## config.mk

```make
export PLATFORM = sky130hd
export DESIGN_NAME = uart_mute_rx
export DESIGN_NICKNAME = d
export VERILOG_FILES = /design/src/rtl/uart_mute_pkg.sv /design/src/rtl/umr_sync.sv /design/src/rtl/umr_frame.sv /design/src/rtl/umr_mute.sv /design/src/rtl/uart_mute_rx.sv
export SDC_FILE = /design/constraint.sdc
export NUM_CORES = 1
export LEC_CHECK = 0
export ABC_AREA = 1
export BUFFER_PORTS_ARGS = -buffer_cell sky130_fd_sc_hd__buf_2
export CELL_PAD_IN_SITES_DETAIL_PLACEMENT = 0
export CELL_PAD_IN_SITES_GLOBAL_PLACEMENT = 1
export CORE_MARGIN = 2
export CORE_UTILIZATION = 30
export DETAILED_ROUTE_END_ITERATION = 16
export PLACE_DENSITY = 0.59
export RECOVER_POWER = 25
export SLEW_MARGIN = 20
export SYNTH_ARGS = -nofsm -noshare
export SYNTH_HDL_FRONTEND = slang
export SYNTH_SLANG_ARGS = --single-unit
```

## constraint.sdc

```tcl
create_clock -name clk -period 4.59 [get_ports clk]
set_input_delay 0.2295 -clock clk [delete_from_list [all_inputs] [get_ports clk]]
set_output_delay 0.2295 -clock clk [all_outputs]
set_load 0.05 [all_outputs]
```

## src/rtl/uart_mute_pkg.sv

```systemverilog
package uart_mute_pkg;

    typedef enum logic [2:0] {
        FR_HUNT,
        FR_START_CHK,
        FR_START_TAIL,
        FR_DATA,
        FR_STOP
    } frame_state_t;

    typedef enum logic {
        MT_ACTIVE,
        MT_MUTED
    } mute_state_t;

    localparam logic [1:0] RA_CTRL   = 2'd0;
    localparam logic [1:0] RA_MATCH  = 2'd1;
    localparam logic [1:0] RA_NODE   = 2'd2;
    localparam logic [1:0] RA_CMD    = 2'd3;

    localparam int CTL_EN    = 0;
    localparam int CTL_ADDR  = 1;
    localparam int CTL_CMIE  = 2;

    localparam int CMD_MUTE  = 0;
    localparam int CMD_CLRCM = 1;
    localparam int CMD_CLRFE = 2;

endpackage

```

## src/rtl/umr_sync.sv

```systemverilog
module umr_sync #(
    parameter int STAGES = 2
) (
    input  logic clk,
    input  logic rst_n,
    input  logic d_i,
    output logic q_o
);
    logic [STAGES-1:0] chain_q;

    genvar g;
    generate
        for (g = 0; g < STAGES; g++) begin : g_stage
            always_ff @(posedge clk or negedge rst_n) begin
                if (!rst_n) begin
                    chain_q[g] <= 1'b1;
                end else begin
                    chain_q[g] <= (g == 0) ? d_i : chain_q[(g == 0) ? 0 : g-1];
                end
            end
        end
    endgenerate

    assign q_o = chain_q[STAGES-1];
endmodule

```

## src/rtl/umr_frame.sv

```systemverilog
module umr_frame
    import uart_mute_pkg::*;
#(
    parameter int CLKS_PER_SAMPLE = 8,
    parameter int OSR             = 16,
    parameter int DATA_BITS       = 8,
    parameter int IDLE_BITS       = 10
) (
    input  logic                 clk,
    input  logic                 rst_n,
    input  logic                 enable_i,
    input  logic                 rx_i,
    output logic                 busy_o,
    output logic                 hunting_o,
    output logic                 done_o,
    output logic                 ferr_o,
    output logic [DATA_BITS-1:0] data_o,
    output logic                 idle_evt_o
);
    localparam int TICK_W   = $clog2(CLKS_PER_SAMPLE) + 1;
    localparam int SMP_W    = $clog2(OSR);
    localparam int BIT_W    = $clog2(DATA_BITS);
    localparam int MID      = OSR / 2;
    localparam int IDLE_LIM = IDLE_BITS * OSR;
    localparam int IDLE_W   = $clog2(IDLE_LIM + 1);

    frame_state_t state_q, state_nx;
    logic [TICK_W-1:0]    tick_cnt_q;
    logic                 tick;
    logic [SMP_W-1:0]     smp_q;
    logic [BIT_W-1:0]     bit_q;
    logic [DATA_BITS-1:0] shreg_q;
    logic [IDLE_W-1:0]    idle_q;
    logic                 smp_last, stop_point;

    // sample tick generator
    always_ff @(posedge clk or negedge rst_n) begin
        if (!rst_n) begin
            tick_cnt_q <= '0;
        end else if (!enable_i || tick_cnt_q == TICK_W'(CLKS_PER_SAMPLE - 1)) begin
            tick_cnt_q <= '0;
        end else begin
            tick_cnt_q <= tick_cnt_q + 1'b1;
        end
    end
    assign tick = enable_i && (tick_cnt_q == TICK_W'(CLKS_PER_SAMPLE - 1));

    assign smp_last   = (smp_q == SMP_W'(OSR - 1));
    assign stop_point = (state_q == FR_STOP) && tick && (smp_q == SMP_W'(MID));

    // next state
    always_comb begin
        state_nx = state_q;
        unique case (state_q)
            FR_HUNT: begin
                if (tick && !rx_i) state_nx = FR_START_CHK;
            end
            FR_START_CHK: begin
                if (tick) begin
                    if (smp_q >= SMP_W'(MID - 1) && rx_i)  state_nx = FR_HUNT;
                    else if (smp_q == SMP_W'(MID + 1))     state_nx = FR_START_TAIL;
                end
            end
            FR_START_TAIL: begin
                if (tick && smp_last) state_nx = FR_DATA;
            end
            FR_DATA: begin
                if (tick && smp_last && bit_q == BIT_W'(DATA_BITS - 1)) state_nx = FR_STOP;
            end
            FR_STOP: begin
                if (tick && smp_q == SMP_W'(MID)) state_nx = FR_HUNT;
            end
            default: state_nx = FR_HUNT;
        endcase
    end

    // state register
    always_ff @(posedge clk or negedge rst_n) begin
        if (!rst_n) state_q <= FR_HUNT;
        else        state_q <= state_nx;
    end

    // counters, shifter and outputs
    always_ff @(posedge clk or negedge rst_n) begin
        if (!rst_n) begin
            smp_q      <= '0;
            bit_q      <= '0;
            shreg_q    <= '0;
            done_o     <= 1'b0;
            ferr_o     <= 1'b0;
            data_o     <= '0;
            idle_q     <= '0;
            idle_evt_o <= 1'b0;
        end else begin
            done_o     <= stop_point;
            ferr_o     <= stop_point && !rx_i;
            idle_evt_o <= 1'b0;
            if (stop_point) data_o <= shreg_q;

            if (state_q == FR_HUNT) begin
                smp_q <= (tick && !rx_i) ? SMP_W'(1) : '0;
            end else if (tick) begin
                smp_q <= smp_last ? '0 : smp_q + 1'b1;
            end

            if (state_q == FR_START_TAIL) begin
                bit_q <= '0;
            end else if (state_q == FR_DATA && tick && smp_last) begin
                bit_q <= bit_q + 1'b1;
            end

            if (state_q == FR_DATA && tick && smp_q == SMP_W'(MID)) begin
                shreg_q <= {rx_i, shreg_q[DATA_BITS-1:1]};
            end

            if (state_q == FR_HUNT && enable_i && rx_i) begin
                if (tick && idle_q != IDLE_W'(IDLE_LIM)) begin
                    idle_q <= idle_q + 1'b1;
                    if (idle_q == IDLE_W'(IDLE_LIM - 1)) idle_evt_o <= 1'b1;
                end
            end else begin
                idle_q <= '0;
            end
        end
    end

    assign busy_o    = (state_q == FR_START_TAIL) || (state_q == FR_DATA) || (state_q == FR_STOP);
    assign hunting_o = (state_q == FR_HUNT);
endmodule

```

## src/rtl/umr_mute.sv

```systemverilog
module umr_mute
    import uart_mute_pkg::*;
#(
    parameter int DATA_BITS = 8
) (
    input  logic                 clk,
    input  logic                 rst_n,
    input  logic                 done_i,
    input  logic                 ferr_i,
    input  logic [DATA_BITS-1:0] data_i,
    input  logic                 addr_mode_i,
    input  logic [DATA_BITS-2:0] node_i,
    input  logic                 req_i,
    input  logic                 idle_evt_i,
    output logic                 muted_o,
    output logic                 deliver_o
);
    mute_state_t mst_q, mst_nx;
    logic good_char, is_addr, addr_hit;

    assign good_char = done_i && !ferr_i;
    assign is_addr   = addr_mode_i && data_i[DATA_BITS-1];
    assign addr_hit  = (data_i[DATA_BITS-2:0] == node_i);

    always_comb begin
        mst_nx = mst_q;
        unique case (mst_q)
            MT_ACTIVE: begin
                if (req_i)                                 mst_nx = MT_MUTED;
                else if (good_char && is_addr && !addr_hit) mst_nx = MT_MUTED;
            end
            MT_MUTED: begin
                if (req_i)                                  mst_nx = MT_MUTED;
                else if (good_char && is_addr && addr_hit)  mst_nx = MT_ACTIVE;
                else if (!addr_mode_i && idle_evt_i)        mst_nx = MT_ACTIVE;
            end
            default: mst_nx = MT_ACTIVE;
        endcase
    end

    always_ff @(posedge clk or negedge rst_n) begin
        if (!rst_n) mst_q <= MT_ACTIVE;
        else        mst_q <= mst_nx;
    end

    always_comb begin
        deliver_o = 1'b0;
        if (good_char) begin
            if (is_addr) deliver_o = addr_hit;
            else         deliver_o = (mst_q == MT_ACTIVE);
        end
    end

    assign muted_o = (mst_q == MT_MUTED);
endmodule

```

## src/rtl/uart_mute_rx.sv

```systemverilog
module uart_mute_rx
    import uart_mute_pkg::*;
#(
    parameter int CLKS_PER_SAMPLE = 8,
    parameter int OSR             = 16,
    parameter int SYNC_STAGES     = 2,
    parameter int IDLE_BITS       = 10
) (
    input  logic       clk,
    input  logic       rst_n,
    input  logic       rx_i,
    input  logic       wr_en_i,
    input  logic [1:0] wr_addr_i,
    input  logic [7:0] wr_data_i,
    input  logic [1:0] rd_addr_i,
    output logic [7:0] rd_data_o,
    output logic       rx_valid_o,
    output logic [7:0] rx_data_o,
    output logic       irq_o
);
    localparam int DATA_BITS = 8;

    logic [7:0] ctrl_q, match_q;
    logic [6:0] node_q;
    logic       rx_en_ack, cm_flag, fe_flag;
    logic       rx_s;
    logic       frame_busy, frame_hunting, frame_done, frame_ferr, frame_idle;
    logic [7:0] frame_data;
    logic       mute_flag, deliver;
    logic       cmd_wr, req_mute, clr_match, clr_ferr;
    logic       ctrl_addr_mode, ctrl_cm_ie;

    assign cmd_wr         = wr_en_i && (wr_addr_i == RA_CMD);
    assign req_mute       = cmd_wr && wr_data_i[CMD_MUTE];
    assign clr_match      = cmd_wr && wr_data_i[CMD_CLRCM];
    assign clr_ferr       = cmd_wr && wr_data_i[CMD_CLRFE];
    assign ctrl_addr_mode = ctrl_q[CTL_ADDR];
    assign ctrl_cm_ie     = ctrl_q[CTL_CMIE];

    umr_sync #(.STAGES(SYNC_STAGES)) u_sync (
        .clk(clk), .rst_n(rst_n), .d_i(rx_i), .q_o(rx_s)
    );

    umr_frame #(
        .CLKS_PER_SAMPLE(CLKS_PER_SAMPLE), .OSR(OSR),
        .DATA_BITS(DATA_BITS), .IDLE_BITS(IDLE_BITS)
    ) u_frame (
        .clk(clk), .rst_n(rst_n), .enable_i(rx_en_ack), .rx_i(rx_s),
        .busy_o(frame_busy), .hunting_o(frame_hunting), .done_o(frame_done),
        .ferr_o(frame_ferr), .data_o(frame_data), .idle_evt_o(frame_idle)
    );

    umr_mute #(.DATA_BITS(DATA_BITS)) u_mute (
        .clk(clk), .rst_n(rst_n), .done_i(frame_done), .ferr_i(frame_ferr),
        .data_i(frame_data), .addr_mode_i(ctrl_addr_mode), .node_i(node_q),
        .req_i(req_mute), .idle_evt_i(frame_idle),
        .muted_o(mute_flag), .deliver_o(deliver)
    );

    // configuration registers
    always_ff @(posedge clk or negedge rst_n) begin
        if (!rst_n) begin
            ctrl_q  <= '0;
            match_q <= '0;
            node_q  <= '0;
        end else if (wr_en_i) begin
            unique case (wr_addr_i)
                RA_CTRL:  ctrl_q  <= wr_data_i;
                RA_MATCH: match_q <= wr_data_i;
                RA_NODE:  node_q  <= wr_data_i[6:0];
                RA_CMD:   ;
                default:  ;
            endcase
        end
    end

    // enable acknowledge, flags and data output
    always_ff @(posedge clk or negedge rst_n) begin
        if (!rst_n) begin
            rx_en_ack  <= 1'b0;
            cm_flag    <= 1'b0;
            fe_flag    <= 1'b0;
            rx_valid_o <= 1'b0;
            rx_data_o  <= '0;
        end else begin
            if (frame_hunting) rx_en_ack <= ctrl_q[CTL_EN];

            rx_valid_o <= deliver;
            if (deliver) rx_data_o <= frame_data;

            if (deliver && frame_data == match_q) cm_flag <= 1'b1;
            else if (clr_match)                  cm_flag <= 1'b0;

            if (frame_done && frame_ferr) fe_flag <= 1'b1;
            else if (clr_ferr)           fe_flag <= 1'b0;
        end
    end

    assign irq_o = cm_flag && ctrl_cm_ie;

    always_comb begin
        unique case (rd_addr_i)
            RA_CTRL:  rd_data_o = ctrl_q;
            RA_MATCH: rd_data_o = match_q;
            RA_NODE:  rd_data_o = {1'b0, node_q};
            default:  rd_data_o = {3'b000, rx_en_ack, fe_flag, mute_flag, cm_flag, frame_busy};
        endcase
    end
endmodule

```

==> metrics.yaml <==
outcome:
  status: "finished with violations"
  violations: "max-capacitance violations, max-slew violations"
die:
  dieHeight_um: 118
  num_rows: 41
  fp.dieW_um: 118
  dieArea_mm2: 0.0140
  fp.coreArea_mm2: 0.0127
  io_pins: 34
  initial_core_util_pct: 30.9
sta:
  tightest_slew_ps: 2050
  period_share_pct: 48.6
  worst_slack_ps: 2360
  finalSetupTns_ps: 0
  post-route-min-period_ps: 2230
  fmax_ghz: 0.448
  skew_ps: 7.17
  slew_headroom_pct: -36.5
  final-hold-violation-count: 0
  rsz0062_at_grt: "no"
  setup_viol: 0
  slew_viol_final: 80
route:
  drt_first_pass_iters: 4
  drt-vias-per-instance: 4.42
  drc: 0
  drt_iter0_drc: 150
  wl_mm: 9.01
  vias: 2959
  routedWlPerCell_um: 13.5
  ant_nets: 0
setup_path:
  rr_endpoint: "u_frame.idle_q[6]"
  crit_start: "rst_n"
  path_delay_family: "buffers and inverters"
  crit_slowest_cell: "clkbuf_2"
  crit_type: "in -> async"
  r2r-start: "u_frame.state_q[1]"
  crit_path_max_incr_delay_ps: 1460
  path_buf_inv: 2
  endpoint: "u_frame.idle_q[2]"
  r2r_cells: 6
  crit_path_end_kind: "async pin"
  worst-path-stages: 2
  ff2ff_setup_slack_ps: 2820
  critPathArrivalTime_ps: 2270
  required_ps: 4630
  cp-start-kind: "input port"
  cp_cell_sequence: "dlygate4sd3_1 -> clkbuf_2"
  worstPathMaxFanout: 79
synthesis:
  synth_most_common_cell: "nand2_1"
  ys_types: 35
  synth_top_area_share_pct: 49.1
  synth_top_cells_by_count: "nand2_1, dfrtp_1, inv_1"
  synth_cells: 454
  synth_top_area_cell: "dfrtp_1"
  ys_seq_area_share_pct: 50.4
  ys_ff_latch: 79
  async_reset_ff_share_pct: 100
  ys.flop_type: "dfrtp_1"
  synth_edf_count: 0
  syn_area_mm2: 0.00393
  syn-num-nets: 478
  synth.area.top_cells: "dfrtp_1, nand2_1, inv_1"
  ys_warn_count: 0
  avgSynthCellArea_um2: 8.65
cts:
  cts_tree: "yes"
  clockRootBuffer: "clkbuf_16"
  clk_pin_slew_ps: 60
  cts_resized: 0
  h-tree-depth: 3
  cts_buffer_depth: 2
  cts_made_buffers: 9
  numClockSinks: 79
  clkLatencyLatePin_ps: 340
global_routing:
  track_usage_pct: 13.5
  grt_util_met3_pct: 4.34
  antenna_found_initial: 0
  grt_pass1_vias: 2920
  grt_pass1_wl_mm: 15.0
  grt_use_met2_pct: 21.9
  grt-busiest-layer: "met2"
  grt_max_degree: 80
  met1_usage_pct: 17.5
  grt_overflow: 0
cells_and_area:
  ff_latch_area_mm2: 0.00198
  layout.cells.non_filler: 670
  antennaDiodeCount: 0
  multi_input_area_mm2: 0.00169
  final_nets: 517
  n_fill_cell: 1383
  synthToLayoutAreaGrowth_pct: 16.6
  drive_gt1_share_pct: 17.3
power:
  ir_drop_mv: 0.233
  p_leak_uw: 0.00230
  powerDensity_mw_per_mm2: 429
  power_uw: 1960
place:
  port-buffer-count: 33
  dp_cells: 652
  hpwl_mm: 6.24
  gp_congestion: 0.772
  dp_slack_ps: 2840
flow_run:
  drv_cap: 1
min_path:
  hold_depth: 3
  hold_class: "in -> reg"
## through the flow
| stage | hold WS [ps] | util, % | instance area (µm²) |
|---|---|---|---|
| after detailed placement | 338 | 33.5 | 4260 |
| after global routing | 180 | 36.0 | 4580 |
| after global placement | 335 | 33.5 | 4260 |
| after floorplan | -66.1 | - | 3930 |
| after CTS | 122 | 35.9 | 4570 |
| final | 152 | 36.0 | 4580 |
## cells by family after synthesis
logic type	after synthesis	synth area share, %
and+or+nand+nor	218	25.2
DFF	79	50.4
AOI/OAI and AO/OA	71	11.5
buffers and inverters	61	6.63
xor gates and xnor gates	17	3.79
adders and majority gates	8	2.55
## layer usage
layer,part of all wire [%],vias to the layer above
li1,-,1547
met1,50,1367
met2,47,39
met3,3.0,6
met4,0.55,0
met5,0,-
## timing repair
action / 4_1_cts / 5_1_grt
setup buffers: 0 / 0
hold buffers: 1 / 1
hold endpoints to repair: 1 / 33
## worst min-delay path by stage
stage,start,endpoint,slack [ps]
6_report,wr_data_i[7],match_q[7],150
5_1_grt,wr_data_i[7],match_q[7],180
4_1_cts,rst_n,ctrl_q[5],120
3_5_place_dp,rx_i,u_sync.chain_q[0],340
3_3_place_gp,rx_i,u_sync.chain_q[0],340
2_1_floorplan,rst_n,cm_flag,-70
## power breakdown
group          switching [µW]  internal, µW  total, µW
registers                63.7           762        826
logic                     276           124        400
clock network             309           428        737
total                     648          1310       1960
## worst register-to-register path: stages (launching register included)
cell and delay [ps]:
dfrtp_1 420, inv_1 120, nand3_2 170, nor3_4 460, nand2_2 270, nand3_1 140, o21ai_1 70
## sequential cells by signal, summed over array words and instances (netlist names), 3 cells and up
name and cells:
ctrl_q 8, match_q 8, rx_data_o 8, u_frame.data_o 8
u_frame.idle_q 8, u_frame.shreg_q 8, node_q 7, u_frame.smp_q 4
u_frame.tick_cnt_q 4, u_frame.bit_q 3, u_frame.state_q 3
## layout by cell type (no fill, tap or decap), types with 2 or more instances in the layout
cell           Yosys  final
buf_2              0     31
ha_1               8      8
a31oi_1            3      3
nor3_1             4      4
nor2_4             2      2
inv_2              2      2
a21oi_1            4      4
nand2_2            4      4
o21ai_0           35     35
o21ai_1            5      5
xor2_1             8      8
clkinv_4           1      2
nor2_2             3      3
nand2_4            4      4
inv_1             51     51
o2111ai_1          3      3
a22o_1             2      2
nand3_1           37     37
dlygate4sd3_1      0      2
clkbuf_16          0      9
o21ai_2           15     15
dfrtp_1           77     77
xnor2_1            9      9
dfstp_2            2      2
o22ai_1            2      2
inv_6              0      3
clkinvlp_4         0      2
nor2_1            22     22
nand4_1            6      6
nand2_1          131    131
## final cells by class
cell class,instances,area share [%]
repair buffers,35,4.02
well taps,172,4.70
flip-flops and latches,79,43.2
inverters,54,4.54
clock inverters,7,1.75
clock buffers,9,4.92
multi-input cells,314,36.9
Note: power is estimated with default switching activity, not from simulation.
